## src/rtl/smb_tgt_pkg.sv

```systemverilog
package smb_tgt_pkg;

  typedef enum logic [2:0] {
    ST_IDLE,
    ST_ADDR,
    ST_ADDR_ACK,
    ST_WRITE,
    ST_WR_ACK,
    ST_READ,
    ST_RD_ACK
  } tgtState_e;

  // Observations the datapath reports to the control
  typedef struct packed {
    logic start;
    logic stop;
    logic rise;
    logic fall;
    logic sdaBit;
    logic byteDone;
    logic addrHit;
    logic txBit;
    logic toFire;
  } busEvents_t;

  // Strobes the control issues to the datapath
  typedef struct packed {
    logic active;
    logic abort;
    logic clrBits;
    logic shiftIn;
    logic shiftOut;
    logic loadTx;
    logic rxStrobe;
    logic schedule;
    logic driveVal;
  } dpCtrl_t;

endpackage

```

## src/rtl/smb_tgt_datapath.sv

```systemverilog
module smb_tgt_datapath
  import smb_tgt_pkg::*;
#(
  parameter int HOLD_CYC    = 50,
  parameter int TIMEOUT_CYC = 3_750_000,
  parameter int ADDR_W      = 7,
  parameter int BYTE_W      = 8
) (
  input  logic              clk,
  input  logic              rstN,
  input  logic              sclIn,
  input  logic              sdaIn,
  input  logic [ADDR_W-1:0] ownAddr,
  input  logic              toEnable,
  input  logic [BYTE_W-1:0] txData,
  input  dpCtrl_t           ctrl,
  output busEvents_t        ev,
  output logic              sdaDrv,
  output logic [BYTE_W-1:0] rxData,
  output logic              rxValid,
  output logic              txLoad,
  output logic              timeoutPulse
);

  localparam int HOLD_W = $clog2(HOLD_CYC + 1);
  localparam int TO_W   = $clog2(TIMEOUT_CYC + 1);
  localparam int CNT_W  = $clog2(BYTE_W + 1);
  localparam logic [TO_W-1:0]   TO_LAST   = TO_W'(TIMEOUT_CYC - 1);
  localparam logic [HOLD_W-1:0] HOLD_LOAD = HOLD_W'(HOLD_CYC);
  localparam logic [CNT_W-1:0]  BIT_LAST  = CNT_W'(BYTE_W - 1);

  logic              sclQ, sdaQ;
  logic [BYTE_W-1:0] shReg;
  logic [CNT_W-1:0]  bitCnt;
  logic [HOLD_W-1:0] holdCnt;
  logic              pendVal;
  logic [TO_W-1:0]   lowCnt;
  logic              toFire;

  // Bus condition detection against the previous sample
  always_comb begin
    ev.start    = sclQ & sclIn & sdaQ & ~sdaIn;
    ev.stop     = sclQ & sclIn & ~sdaQ & sdaIn;
    ev.rise     = ~sclQ & sclIn;
    ev.fall     = sclQ & ~sclIn;
    ev.sdaBit   = sdaIn;
    ev.byteDone = (bitCnt == BIT_LAST);
    ev.addrHit  = (shReg[ADDR_W-1:0] == ownAddr);
    ev.txBit    = shReg[BYTE_W-1];
    ev.toFire   = toFire;
  end

  assign toFire = toEnable & ctrl.active & ~sclIn & (lowCnt == TO_LAST);

  always_ff @(posedge clk or negedge rstN) begin
    if (!rstN) begin
      sclQ <= 1'b1;
      sdaQ <= 1'b1;
    end else begin
      sclQ <= sclIn;
      sdaQ <= sdaIn;
    end
  end

  // Shift register, bit counter and byte strobes
  always_ff @(posedge clk or negedge rstN) begin
    if (!rstN) begin
      shReg   <= '0;
      bitCnt  <= '0;
      rxData  <= '0;
      rxValid <= 1'b0;
      txLoad  <= 1'b0;
    end else begin
      rxValid <= 1'b0;
      txLoad  <= 1'b0;
      if (ctrl.clrBits) bitCnt <= '0;
      if (ctrl.shiftIn) begin
        shReg  <= {shReg[BYTE_W-2:0], sdaIn};
        bitCnt <= bitCnt + 1'b1;
      end
      if (ctrl.shiftOut) begin
        shReg  <= {shReg[BYTE_W-2:0], 1'b0};
        bitCnt <= bitCnt + 1'b1;
      end
      if (ctrl.loadTx) begin
        shReg  <= txData;
        bitCnt <= '0;
        txLoad <= 1'b1;
      end
      if (ctrl.rxStrobe) begin
        rxData  <= {shReg[BYTE_W-2:0], sdaIn};
        rxValid <= 1'b1;
      end
    end
  end

  // Delayed SDA drive after each SCL fall
  always_ff @(posedge clk or negedge rstN) begin
    if (!rstN) begin
      holdCnt <= '0;
      pendVal <= 1'b0;
      sdaDrv  <= 1'b0;
    end else if (ctrl.abort) begin
      holdCnt <= '0;
      sdaDrv  <= 1'b0;
    end else if (ctrl.schedule) begin
      pendVal <= ctrl.driveVal;
      holdCnt <= HOLD_LOAD;
    end else if (holdCnt != '0) begin
      holdCnt <= holdCnt - 1'b1;
      if (holdCnt == HOLD_W'(1)) sdaDrv <= pendVal;
    end
  end

  // SCL-low interval timer
  always_ff @(posedge clk or negedge rstN) begin
    if (!rstN) begin
      lowCnt       <= '0;
      timeoutPulse <= 1'b0;
    end else begin
      timeoutPulse <= toFire;
      if (!toEnable || !ctrl.active || sclIn || toFire) lowCnt <= '0;
      else                                              lowCnt <= lowCnt + 1'b1;
    end
  end

  // SDA only moves when the hold delay expires or on an abort
  a_r6_sda_on_expiry: assert property (@(posedge clk) disable iff (!rstN)
    !$stable(sdaDrv) |-> ($past(holdCnt) == HOLD_W'(1) || $past(ctrl.abort)));

  // the timeout event is a single-cycle pulse and SDA is free with it
  a_r7_pulse_single: assert property (@(posedge clk) disable iff (!rstN)
    timeoutPulse |=> !timeoutPulse);
  a_r7_release: assert property (@(posedge clk) disable iff (!rstN)
    timeoutPulse |-> !sdaDrv);

  // disabled timer never reports
  a_r8_disabled_quiet: assert property (@(posedge clk) disable iff (!rstN)
    !$past(toEnable) |-> !timeoutPulse);

  // byte strobe lasts one cycle
  a_r4_rx_single: assert property (@(posedge clk) disable iff (!rstN)
    rxValid |=> !rxValid);

endmodule

```

## src/rtl/smb_tgt_control.sv

```systemverilog
module smb_tgt_control
  import smb_tgt_pkg::*;
(
  input  logic       clk,
  input  logic       rstN,
  input  busEvents_t ev,
  output dpCtrl_t    ctrl
);

  tgtState_e state, stateNext;
  logic      rdMode, rdModeNext;

  always_comb begin
    ctrl        = '0;
    stateNext   = state;
    rdModeNext  = rdMode;
    ctrl.active = (state != ST_IDLE);
    if (ev.toFire || ev.stop) begin
      ctrl.abort = 1'b1;
      stateNext  = ST_IDLE;
    end else if (ev.start) begin
      ctrl.abort   = 1'b1;
      ctrl.clrBits = 1'b1;
      stateNext    = ST_ADDR;
    end else if (ev.fall && state != ST_IDLE) begin
      ctrl.schedule = 1'b1;
      unique case (state)
        ST_ADDR_ACK, ST_WR_ACK: ctrl.driveVal = 1'b1;
        ST_READ:                ctrl.driveVal = ~ev.txBit;
        default:                ctrl.driveVal = 1'b0;
      endcase
    end else if (ev.rise) begin
      unique case (state)
        ST_ADDR: begin
          ctrl.shiftIn = 1'b1;
          if (ev.byteDone) begin
            if (ev.addrHit) begin
              stateNext  = ST_ADDR_ACK;
              rdModeNext = ev.sdaBit;
            end else begin
              stateNext = ST_IDLE;
            end
          end
        end
        ST_ADDR_ACK: begin
          if (rdMode) begin
            ctrl.loadTx = 1'b1;
            stateNext   = ST_READ;
          end else begin
            ctrl.clrBits = 1'b1;
            stateNext    = ST_WRITE;
          end
        end
        ST_WRITE: begin
          ctrl.shiftIn = 1'b1;
          if (ev.byteDone) begin
            ctrl.rxStrobe = 1'b1;
            stateNext     = ST_WR_ACK;
          end
        end
        ST_WR_ACK: begin
          ctrl.clrBits = 1'b1;
          stateNext    = ST_WRITE;
        end
        ST_READ: begin
          ctrl.shiftOut = 1'b1;
          if (ev.byteDone) stateNext = ST_RD_ACK;
        end
        ST_RD_ACK: begin
          if (!ev.sdaBit) begin
            ctrl.loadTx = 1'b1;
            stateNext   = ST_READ;
          end else begin
            stateNext = ST_IDLE;
          end
        end
        default: stateNext = state;
      endcase
    end
  end

  always_ff @(posedge clk or negedge rstN) begin
    if (!rstN) begin
      state  <= ST_IDLE;
      rdMode <= 1'b0;
    end else begin
      state  <= stateNext;
      rdMode <= rdModeNext;
    end
  end

  // STOP always lands in idle; START always restarts address phase
  a_r2_stop_idles: assert property (@(posedge clk) disable iff (!rstN)
    ev.stop |=> state == ST_IDLE);
  a_r2_start_addr: assert property (@(posedge clk) disable iff (!rstN)
    (ev.start && !ev.toFire) |=> state == ST_ADDR);

  // a mismatched address drops the transfer
  a_r3_miss_idle: assert property (@(posedge clk) disable iff (!rstN)
    (state == ST_ADDR && ev.rise && ev.byteDone && !ev.addrHit && !ev.toFire)
      |=> state == ST_IDLE);

  // timeout abandons the transfer
  a_r7_abort_idle: assert property (@(posedge clk) disable iff (!rstN)
    ev.toFire |=> state == ST_IDLE);

endmodule

```

## src/rtl/smb_tgt.sv

```systemverilog
module smb_tgt
  import smb_tgt_pkg::*;
#(
  parameter int HOLD_CYC    = 50,
  parameter int TIMEOUT_CYC = 3_750_000
) (
  input  logic       clk,
  input  logic       rstN,
  input  logic       sclIn,
  input  logic       sdaIn,
  input  logic [6:0] ownAddr,
  input  logic       toEnable,
  input  logic [7:0] txData,
  output logic       sdaOut,
  output logic [7:0] rxData,
  output logic       rxValid,
  output logic       txLoad,
  output logic       timeoutPulse
);

  busEvents_t ev;
  dpCtrl_t    ctrl;

  smb_tgt_datapath #(
    .HOLD_CYC   (HOLD_CYC),
    .TIMEOUT_CYC(TIMEOUT_CYC),
    .ADDR_W     (7),
    .BYTE_W     (8)
  ) u_datapath (
    .clk         (clk),
    .rstN        (rstN),
    .sclIn       (sclIn),
    .sdaIn       (sdaIn),
    .ownAddr     (ownAddr),
    .toEnable    (toEnable),
    .txData      (txData),
    .ctrl        (ctrl),
    .ev          (ev),
    .sdaDrv      (sdaOut),
    .rxData      (rxData),
    .rxValid     (rxValid),
    .txLoad      (txLoad),
    .timeoutPulse(timeoutPulse)
  );

  smb_tgt_control u_control (
    .clk (clk),
    .rstN(rstN),
    .ev  (ev),
    .ctrl(ctrl)
  );

endmodule

```

## config.mk

```make
export PLATFORM = sky130hd
export DESIGN_NAME = smb_tgt
export DESIGN_NICKNAME = d
export VERILOG_FILES = /design/src/rtl/smb_tgt_pkg.sv /design/src/rtl/smb_tgt_datapath.sv /design/src/rtl/smb_tgt_control.sv /design/src/rtl/smb_tgt.sv
export SDC_FILE = /design/constraint.sdc
export NUM_CORES = 1
export LEC_CHECK = 0
export BUFFER_PORTS_ARGS = -buffer_cell sky130_fd_sc_hd__buf_2
export CORE_MARGIN = 5
export CORE_UTILIZATION = 53
export CTS_CLUSTER_DIAMETER = 200
export DETAILED_ROUTE_END_ITERATION = 8
export PLACE_DENSITY = 0.82
export SYNTH_ARGS = -nofsm -noshare
export SYNTH_HDL_FRONTEND = slang
export SYNTH_SLANG_ARGS = --single-unit
```

## constraint.sdc

```tcl
create_clock -name clk -period 1.74 [get_ports clk]
set_input_delay 0.261 -clock clk [delete_from_list [all_inputs] [get_ports clk]]
set_output_delay 0.261 -clock clk [all_outputs]
set_load 0.02 [all_outputs]
```

==> results.toml <==
[routing]
drt-initial-drc-count = 150
drc = 0
vias = 2358
ant_nets = 0
viasPerCell = 5.574
firstDrtPassIters = 4
routed_wl_um = 6314
wl_per_cell_um = 14.93

[clock_network]
clk-insertion-delay-late_ps = 340
cts_tree = "yes"
htreeDepth = 3
cts_buffers = 9
cts-root-buf = "clkbuf_8"
clockBufferDepth = 2
clock_sinks = 59
clk_pin_slew_ps = 60

[timing]
clock.fmax_mhz = 595.9
fin_worst_skew_ps = 4.739
final-hold-violation-count = 0
finalMaxSlewViolations = 0
holdWs_ps = 100.2
fin_crit_sh = 0.9644
fin_ws_ps = 62.00
worstMarginPinSlew_ps = 517.9
max-slew-margin-rel = 0.6547
finalCriticalPeriod_ps = 1678
fin_setup_tns_ps = 0
setup_violations = 0

[setup_path]
path_cells = "ha_4 -> and3_1 -> nand4_1 -> or3_4 -> nand2_4 -> o21ai_0"
path_delay_family = "simple AND/OR/NAND/NOR gates"
cp.required_ps = 1960
crit_slowest_cell = "dfrtp_1"
start_kind = "flip-flop"
cp-end-kind = "flip-flop"
crit_fanout = 8
critPathArrivalTime_ps = 1900
cp_num_buf_inv = 0
crit_type = "reg -> reg"
slowest_delay_ps = 440

[place]
pre_cts_ws_ps = 2.382
place_hpwl_um = 4488
gp_congestion = 0.8560
dp_cells = 405
io_buffers = 31

[logic_synthesis]
synth_edf_count = 0
syn_inst = 293
synth.avg_cell_area_um2 = 10.16
synth_area_um2 = 2977
syn_nets = 317
yosysTopAreaCellShare = 0.4792
yosys.area.top_type = "dfrtp_1"
async_flop_share = 1.000
synth_seq_cells = 59
yosysUniqueCellTypes = 47
yosys_warnings = 0
ys.flop_type = "dfrtp_1"
yosysSeqAreaShare = 0.4968
synth.area.top_cells = "dfrtp_1, xor2_1, nor2_1"

[final_layout]
regArea_um2 = 1480
multi_input_area_um2 = 1454
antennaDiodeCount = 0
syn_to_final_growth_pct = 20.13
final_cells = 423
nets = 370
drive_above_1_share = 0.2678
fillers = 426

[die]
coreArea_um2 = 5473
rows = 27
ios = 32
die_h_um = 84.94
start_util = 0.5439
fp.dieW_um = 84.94
die-area_um2 = 7215

[pwr]
peakVddDrop_mv = 0.9295
power.share.switching = 0.3026
intPower_w = 0.002488
power.density_nw_per_um2 = 997.6
p_total_w = 0.003567
switchingPower_w = 0.001080
leakage_nw = 1.677
power_frac_comb = 0.203
p_seq_frac = 0.491
clock_power_share = 0.306

[global_route]
antenna_found_initial = 0
grt_pass1_wl_um = 10870
grt_pass1_vias = 2362
grt_use_total = 0.1878
grt_max_degree = 23
overflow = 0

[hold_path]
hold_path.class = "in -> reg"

[outcome]
outcome = "finished, final reports clean"

[run]
max-cap-violations = 0
-- placed cells by master (no fill, tap or decap), drive strengths merged, types with 3 or more instances in the layout --
cell / Yosys / routed
dfrtp: 57 / 57
buf: 7 / 51
nor2: 38 / 38
nand2: 32 / 32
xor2: 19 / 19
clkbuf: 3 / 14
xnor2: 13 / 13
o21ai: 13 / 13
nand3: 12 / 12
mux2: 10 / 10
nand4: 9 / 9
a21oi: 8 / 8
nor4: 8 / 8
inv: 7 / 7
a22oi: 6 / 6
or2: 4 / 4
a31oi: 4 / 4
nand3b: 4 / 4
nor3: 4 / 4
ha: 4 / 4
and4: 3 / 3
and3: 3 / 3
-- repair_timing --
action	in CTS	in global routing
endpoints found under the hold margin	18	0
gates resized for setup	0	8
buffers inserted	0	1
endpoints found under the setup margin	0	19
hold buffers	1	0
-- routing by layer --
layer,wire length [µm],GRT usage,vias up,part of all wire
li1,-,-,1132,-
met1,2751,0.2394,1134,0.44
met2,3042,0.2903,76,0.48
met3,387,0.07282,16,0.061
met4,133,0.06906,0,0.021
met5,0,0,-,0
-- sequential cells by signal, summed over array words and instances (netlist names), 3 cells and up --
register / flops
u_control.state: 3
u_datapath.bitCnt: 4
u_datapath.holdCnt: 6
u_datapath.lowCnt: 22
u_datapath.rxData: 8
u_datapath.shReg: 8
-- cells in the mapped netlist (6+ instances only) --
| cell type | count |
|---|---|
| xor2_1 | 19 |
| nand2_1 | 31 |
| xnor2_1 | 13 |
| a21oi_1 | 8 |
| o21ai_0 | 13 |
| dfrtp_1 | 57 |
| mux2_2 | 10 |
| nor2_1 | 38 |
| inv_1 | 7 |
| a22oi_1 | 6 |
| nand4_1 | 9 |
| nand3_1 | 12 |
-- per-stage QoR --
step           utilization  cell area [µm²]
5_1_grt             0.6534             3576
6_report            0.6534             3576
4_1_cts             0.6456             3533
3_5_place_dp        0.6123             3351
3_3_place_gp        0.6123             3351
2_1_floorplan            -             2977
-- layout make-up --
type                       instances  share of cell area
tap                               72             0.02519
clock inverter                     2            0.002799
multi-input combinational        217              0.4066
clock buffer                      14             0.04549
timing repair buffer              52             0.09867
inverter                           7            0.007348
sequential                        59              0.4139
-- path summary, 6_finish.rpt --
kind | from | endpoint | slack (ps) | cells past startpoint
setup reg to reg | u_datapath.lowCnt[1] | u_control.state[0] | 60 | 6
max in group asynchronous | rstN | u_datapath.sclQ | 750 | 3
hold / removal | sclIn | u_datapath.sclQ | 100 | 1
setup / recovery | u_datapath.lowCnt[1] | u_control.state[0] | 60 | 6
min in group asynchronous | rstN | u_datapath.rxValid | 420 | 2
hold reg to reg | u_datapath.bitCnt[3] | u_datapath.bitCnt[3] | 500 | 1
-- power by group through the flow --
stage	combinational (W)	clock, W	sequential (W)
after global routing	0.000817	0.00119	0.00178
after global placement	0.000673	0	0.00175
after detailed placement	0.000710	0	0.00176
after floorplan	0.000498	0	0.00172
final	0.000724	0.00109	0.00175
after CTS	0.000716	0.00112	0.00174
-- logic make-up (layout without fill, tap and decap cells) --
group           Yosys count  count (layout)  share of synthesized area
compound gates           39              39                    0.08239
xor+xnor                 32              32                    0.09416
fa+ha+maj                 4               4                    0.01681
buf+inv                  17              75                    0.02606
flops                    59              59                     0.4968
mux                      12              12                    0.04456
simple gates            130             130                     0.2392
(Power assumes the default switching activity.)
